`src/rtl/stop_mode_ctrl.sv`:
```
module stop_mode_ctrl (
  input  logic       clk,
  input  logic       rst_n,
  input  logic       stop_req,
  input  logic [1:0] stop_depth,
  input  logic       wait_mode,
  input  logic       cfg_dbg_en,
  input  logic       cfg_lvd_en,
  input  logic       cfg_lvd_stop_en,
  input  logic       cfg_rti_en,
  input  logic       cfg_adc_pu,
  input  logic       irq_wake,
  input  logic       lvd_event,
  input  logic       bkgd_cmd,
  input  logic       dbg_go,
  input  logic       mem_cmd,
  output logic [2:0] mode,
  output logic       reg_standby,
  output logic       periph_clk_en,
  output logic       dbg_clk_en,
  output logic       io_hold,
  output logic       adc_stop,
  output logic       adc_pd,
  output logic       rti_clk_en,
  output logic       mem_err,
  output logic       mem_ack
);
  localparam logic [2:0] M_RUN  = 3'd0;
  localparam logic [2:0] M_S1   = 3'd1;
  localparam logic [2:0] M_S2   = 3'd2;
  localparam logic [2:0] M_S3   = 3'd3;
  localparam logic [2:0] M_BKGD = 3'd4;

  logic [2:0] mode_q, entry_mode;
  logic keep_q, dbg_q, rti_q, adcpu_q, stopped, override;

  assign stopped  = (mode_q == M_S1) || (mode_q == M_S2) || (mode_q == M_S3);
  assign override = cfg_dbg_en | (cfg_lvd_en & cfg_lvd_stop_en);

  always_comb begin
    case (stop_depth)
      2'd1:    entry_mode = override ? M_S3 : M_S1;
      2'd2:    entry_mode = override ? M_S3 : M_S2;
      2'd3:    entry_mode = M_S3;
      default: entry_mode = M_RUN;
    endcase
  end

  always_ff @(posedge clk or negedge rst_n) begin
    if (!rst_n) begin
      mode_q  <= M_RUN;
      keep_q  <= 1'b0;
      dbg_q   <= 1'b0;
      rti_q   <= 1'b0;
      adcpu_q <= 1'b0;
    end else begin
      case (mode_q)
        M_RUN:
          if (stop_req && !wait_mode && entry_mode != M_RUN) begin
            mode_q  <= entry_mode;
            keep_q  <= override;
            dbg_q   <= cfg_dbg_en;
            rti_q   <= cfg_rti_en;
            adcpu_q <= cfg_adc_pu;
          end
        M_S1, M_S2, M_S3:
          if (bkgd_cmd && dbg_q)           mode_q <= M_BKGD;
          else if (irq_wake || lvd_event)  mode_q <= M_RUN;
        M_BKGD:
          if (dbg_go) mode_q <= M_RUN;
        default: mode_q <= M_RUN;
      endcase
    end
  end

  always_ff @(posedge clk or negedge rst_n) begin
    if (!rst_n) begin
      mem_err <= 1'b0;
      mem_ack <= 1'b0;
    end else begin
      mem_err <= mem_cmd & (stopped | wait_mode);
      mem_ack <= mem_cmd & ~(stopped | wait_mode);
    end
  end

  assign mode          = mode_q;
  assign periph_clk_en = !stopped;
  assign io_hold       = stopped;
  assign reg_standby   = stopped & ~keep_q;
  assign dbg_clk_en    = !stopped || dbg_q;
  assign rti_clk_en    = !stopped || rti_q;
  assign adc_stop      = stopped & adcpu_q;
  assign adc_pd        = stopped & ~adcpu_q;

  AST_DBG_OVERRIDE: assert property (@(posedge clk) disable iff (!rst_n)
    (mode == M_RUN && stop_req && !wait_mode && cfg_dbg_en && (stop_depth == 2'd1 || stop_depth == 2'd2))
    |=> mode == M_S3);
  AST_LVD_OVERRIDE: assert property (@(posedge clk) disable iff (!rst_n)
    (mode == M_RUN && stop_req && !wait_mode && cfg_lvd_en && cfg_lvd_stop_en && stop_depth != 2'd0)
    |=> mode == M_S3);
  AST_REG_ACTIVE: assert property (@(posedge clk) disable iff (!rst_n)
    ($rose(io_hold) && $past(cfg_dbg_en)) |-> !reg_standby && dbg_clk_en);
  AST_CLK_GATED: assert property (@(posedge clk) disable iff (!rst_n)
    (mode != M_RUN && mode != M_BKGD) |-> (!periph_clk_en && io_hold));
  AST_BKGD_WAKE: assert property (@(posedge clk) disable iff (!rst_n)
    (io_hold && dbg_clk_en && bkgd_cmd && $stable(mode)) |=> mode == M_BKGD);
  AST_MEM_STATUS: assert property (@(posedge clk) disable iff (!rst_n)
    (mem_cmd && (io_hold || wait_mode)) |=> (mem_err && !mem_ack));
  AST_ADC_ONEHOT: assert property (@(posedge clk) disable iff (!rst_n)
    io_hold |-> $onehot({adc_stop, adc_pd}));
  AST_WAKE_RUN: assert property (@(posedge clk) disable iff (!rst_n)
    (io_hold && !dbg_clk_en && (irq_wake || lvd_event)) |=> (mode == M_RUN && periph_clk_en && !io_hold));
endmodule

```
`config.mk`:
```
export PLATFORM = sky130hd
export DESIGN_NAME = stop_mode_ctrl
export DESIGN_NICKNAME = d
export VERILOG_FILES = /design/src/rtl/stop_mode_ctrl.sv
export SDC_FILE = /design/constraint.sdc
export NUM_CORES = 1
export LEC_CHECK = 0
export BUFFER_PORTS_ARGS = -buffer_cell sky130_fd_sc_hd__buf_2
export CORE_AREA = 2 2 39 41
export DETAILED_ROUTE_END_ITERATION = 6
export DIE_AREA = 0 0 41 43
export PLACE_DENSITY = 0.78
export SKIP_CTS_REPAIR_TIMING = 1
export SYNTH_ARGS = -nofsm -noshare
export SYNTH_HDL_FRONTEND = slang
export SYNTH_SLANG_ARGS = --single-unit
```
`constraint.sdc`:
```
create_clock -name clk -period 1.55 [get_ports clk]
set_input_delay 0.31 -clock clk [delete_from_list [all_inputs] [get_ports clk]]
set_output_delay 0.31 -clock clk [all_outputs]
set_load 0.02 [all_outputs]
```
# --- Yosys cells after proc, flatten, opt, wreduce, memory -nomap -nowiden ---
# Index checks and enable logic that the tools add are counted.
classes:
  n_bitwise: 11
  reduce_logical: 15
  mux: 8
  eq_ne: 10
op_table:
  columns: ["operator", "count"]
  rows:
  - ["3-bit two-way mux", 4]
  - ["3-bit case mux with 3 select lines", 1]
  - ["1-bit AND", 6]
  - ["3-bit by 2-bit == test with 1-bit output (second input constant)", 2]
  - ["2-bit case mux with 3 select lines", 1]
  - ["1-bit logical OR", 5]
  - ["2-bit == test (second input constant)", 2]
  - ["2-bit inequality test (second input constant)", 2]
  - ["3-bit by 1-bit == test with 1-bit output (second input constant)", 1]
  - ["3-bit == test (second input constant)", 1]
  - ["1-bit logical AND", 3]
  - ["3-bit logical NOT", 1]
  - ["3-bit inequality test (second input constant)", 1]
  - ["1-bit inverter", 3]
  - ["3-bit AND reduction", 1]
  - ["3-bit nonzero test", 1]
  - ["3-bit OR reduction", 1]
  - ["2-bit by 1-bit == test with 1-bit output (second input constant)", 1]
  - ["1-bit logical NOT", 2]
  - ["2-bit two-way mux", 1]
  - ["1-bit OR", 2]
  - ["2-bit AND reduction", 1]
  - ["1-bit two-way mux", 1]
totals:
  output_inout_bits: 12
  register_bits: 9
  word_cells: 51

# --- Depth between registers and ports, before layout ---
depth:
  ltp_word: 8
  depth_mapped: 4
  mapped_depth_nobuf: 3

# --- Worst setup path before layout ---
# OpenSTA, ideal clock, no wires.
synth_timing:
  path_type: "reg-to-output"
  start: "register mode_q[2] (netlist: mode[2])"
  end: "output adc_stop"
  t_required_ns: 1.240
  slack_ns: -0.091
  arrival_ns: 1.331
  path_stages_with_launch: 4
  path_buffers: 1
  path_cell_list: "dfrtp_1 -> buf_6 -> nor2_1 -> and2_1"
synth_via:
  elab_chain_cells: 4
  word_cells_on_any_way: 6
synth_lines:
  columns: ["element", "line_no", "text"]
  rows:
  - ["start, declared", "34", "logic [2:0] mode_q, entry_mode;"]
  - ["start signal, assigned", "60", "mode_q <= entry_mode;"]
  - ["3-bit by 1-bit == test with 1-bit output / 3-bit by 2-bit == test with 1-bit output (equally long branches)", "37", "assign stopped = (mode_q == M_S1) || (mode_q == M_S2) || (mode_q == M_S3);"]
  - ["1-bit logical OR", "37", null]
  - ["1-bit logical OR *", "37", null]
  - ["net io_hold", "21", "output logic io_hold,"]
  - ["1-bit AND *", "92", "assign adc_stop = stopped & adcpu_q;"]
  - ["end, declared", "22", "output logic adc_stop,"]
# The timed path passes the listed nets; every way through them passes the cells marked *.

# --- Worst setup path after layout ---
layout_timing:
  start: "register mode_q[0] (netlist: mode[0])"
  end: "output adc_stop"
layout_via:
  elab_chain_cells: 4
  word_cells_on_any_way: 6
layout_lines:
  columns: ["element", "line_no"]
  rows:
  - ["3-bit by 1-bit == test with 1-bit output / 3-bit by 2-bit == test with 1-bit output (equally long branches)", "37"]
  - ["1-bit logical OR", "37"]
  - ["1-bit logical OR *", "37"]
  - ["1-bit AND *", "92"]
# Mark *: on every way between the ends. The rest lies on a longest branch, timed or not.

==> metrics.md <==
| Metric | Value |
|---|---|
| Mapped Cells | 38 |
| Die height | 43 um |
| Post-DP HPWL | 794.5 um |
| Final nets | 90 |
| DP Area | 605.6 um2 |
| DRC viols | 0 |
| Share of layout cells above drive strength 1 | 63.01% |
| Most frequent cells in the layout | buf_2 (24), dfrtp_1 (8), mux2_4 (4) |
| Synth Cell Area | 459.2 um2 |
| Largest net degree at the start of global routing | 11 |
| Avg Inst Size Synth | 12.08 um2 |
| Die footprint | 1763 um2 |
| Initial antenna violation count | 0 |
| Fin. Hold Viols | 0 |
| Initial Util | 33.18% |
| TritonCTS clock tree | built |
| Gpl congestion | 0.6417 |
| Post-route minimum period | 1.558 ns |
| Unrepaired setup endpoints after global routing | yes |
| Core area | 1384 um2 |
| Sequential fraction of the synthesis area | 49.05% |
| Post-route setup TNS | -0.008080 ns |
| EDFF count, synth | 0 |
| Io pins | 28 |
| Routed len/inst | 11.96 um |
| Critical path launch point type | register |
| Die width | 41 um |
| Slew Viols, Final | 0 |
| Yosys warns | 0 |
| Final wirelength | 1064 um |
| Period utilization | 100.5% |
| Final setup vio count | 1 |
| Unique masters post-synth | 21 |
| Design Area, Final | 704.4 um2 |
| Clock Latency Late Sink | 0.25 ns |
| Syn nets | 54 |
| Max Cap Viol | 0 |
| Share of the synthesized area in the top cell type | 49.05% |
| Largest cells by area after synthesis | dfrtp_1 (49%), mux2_4 (13%), o2111a_4 (4.4%) |
| Drt pass-1 iters | 2 |
| Reg clk slew, reported paths | 0.06 ns |
| Critical path arrival | 1.25 ns |
| Worst slew pin tran | 0.5613 ns |
| I/O Buffers | 27 |
| DP Worst Slack | 0.1085 ns |
| First-pass GRT wire length | 1345 um |
| CP Class | reg -> out |
| Maximum buffer depth of the clock tree | 2 |
| Vias | 433 |
| Cell Rows | 14 |
| Max Fanout on Critical Path | 8 |
| Synth Register Bits | 9 |
| FFs w/ async S/R, synth | 100.0% |
| Final worst slack | -0.008080 ns |
| Endpoint class of the critical path | output port |
| ANT nets after route | 0 |
| Relative slew slack | 61.61% |
| Power per cell area | 1099 nW/um2 |
| CP required | 1.24 ns |
| Status | complete, but fails checks |
| Commonest non-fill, non-tap cell in the layout | buf_2 |
| Ant diodes | 0 |
| CTS Buf Count | 3 |
| Vias in the first global route | 348 |
| Maximum vdd drop | 0.0003483 V |
| Overall routing resource usage | 10.94% |
| Clock Skew | 0.006558 ns |
| Leading register cell type out of synthesis | dfrtp_1 |
| Clock sink count | 9 |
| Gr ovfl total | 0 |
| Highest Clock Rate | 641.8 MHz |
| Leading area contributor after synthesis | dfrtp_1 |
| Area Growth Syn to Fin | 53.41% |
| DR iter-0 viols | 2 |
| DR vias/cell | 4.865 |
| Failing checks | negative setup slack |
| Hold Crit Class | in -> reg |
| WHS | 0.2625 ns |
| Leak | 0.3586 nW |
| H-tree depth | 1 |
| Root buf cell | clkbuf_4 |
kinds of logic (layout without fill, tap and decap cells):
family                 Yosys count  count (layout)  share of synthesized area (%)
muxes                            4               4                          13.08
buffers and inverters            2              37                          3.269
DFF                              9               9                          49.05
AOI/OAI and AO/OA               10              10                          17.44
and+or+nand+nor                 13              13                          17.17
state kept, by name (all words and copies together), names as in the netlist:
name,cells
dbg_q,1
mem_err,1
rti_q,1
adcpu_q,1
keep_q,1
mem_ack,1
mode,3
through the flow:
step	std cells	total power, mW	utilization (%)
CTS	84	0.7308	45.66
finish	89	0.7741	50.90
global placement	80	0.5435	43.76
detailed placement	80	0.5496	43.76
global route	89	0.8231	50.90
floorplan	38	0.4731	-
power by group:
| group | leakage (nW) | internal, mW | switching (mW) | total [mW] |
|---|---|---|---|---|
| clock | 0.0150 | 0.0988 | 0.0777 | 0.177 |
| combinational | 0.232 | 0.149 | 0.132 | 0.281 |
| sequential | 0.111 | 0.279 | 0.0369 | 0.316 |
worst paths after layout:
path | startpoint | end | slack [ns] | cells after the start
worst max-delay path | mode[0] | adc_stop | -0.008 | 4
worst min-delay path | wait_mode | mem_ack | 0.26 | 2
worst max register to register | mode[0] | adcpu_q | 0.05 | 4
worst min register to register | rti_q | rti_q | 0.52 | 1
max in group asynchronous | rst_n | mode[2] | 0.90 | 2
min in group asynchronous | rst_n | mode[0] | 0.45 | 2
Yosys cell counts (2+ instances only):
cell type / number
dfrtp_1: 9
or3_2: 2
mux2_4: 4
a21oi_1: 2
o21ai_0: 2
nor3_1: 2
nand2_1: 3
worst max-delay path: stages (launching register included):
cell and delay (ns):
dfrtp_1 0.41, nor2_4 0.24, nor2_4 0.08, and2_4 0.14, buf_6 0.12
per-layer routing:
layer | GRT usage (%) | share of wire, %
met1 | 13.58 | 38
met4 | 2.000 | 0.56
met5 | 0 | 0
met2 | 18.44 | 52
met3 | 2.618 | 9.6
final cells by class:
| type | count | area (um2) |
|---|---|---|
| Multi-Input combinational cell | 27 | 236.5 |
| Inverter | 1 | 3.754 |
| Sequential cell | 9 | 226.5 |
| Fill cell | 121 | 679.4 |
| Clock buffer | 4 | 26.28 |
| Timing Repair Buffer | 32 | 191.4 |
| Tap cell | 16 | 20.02 |
Power figures use the tool's default switching activity.
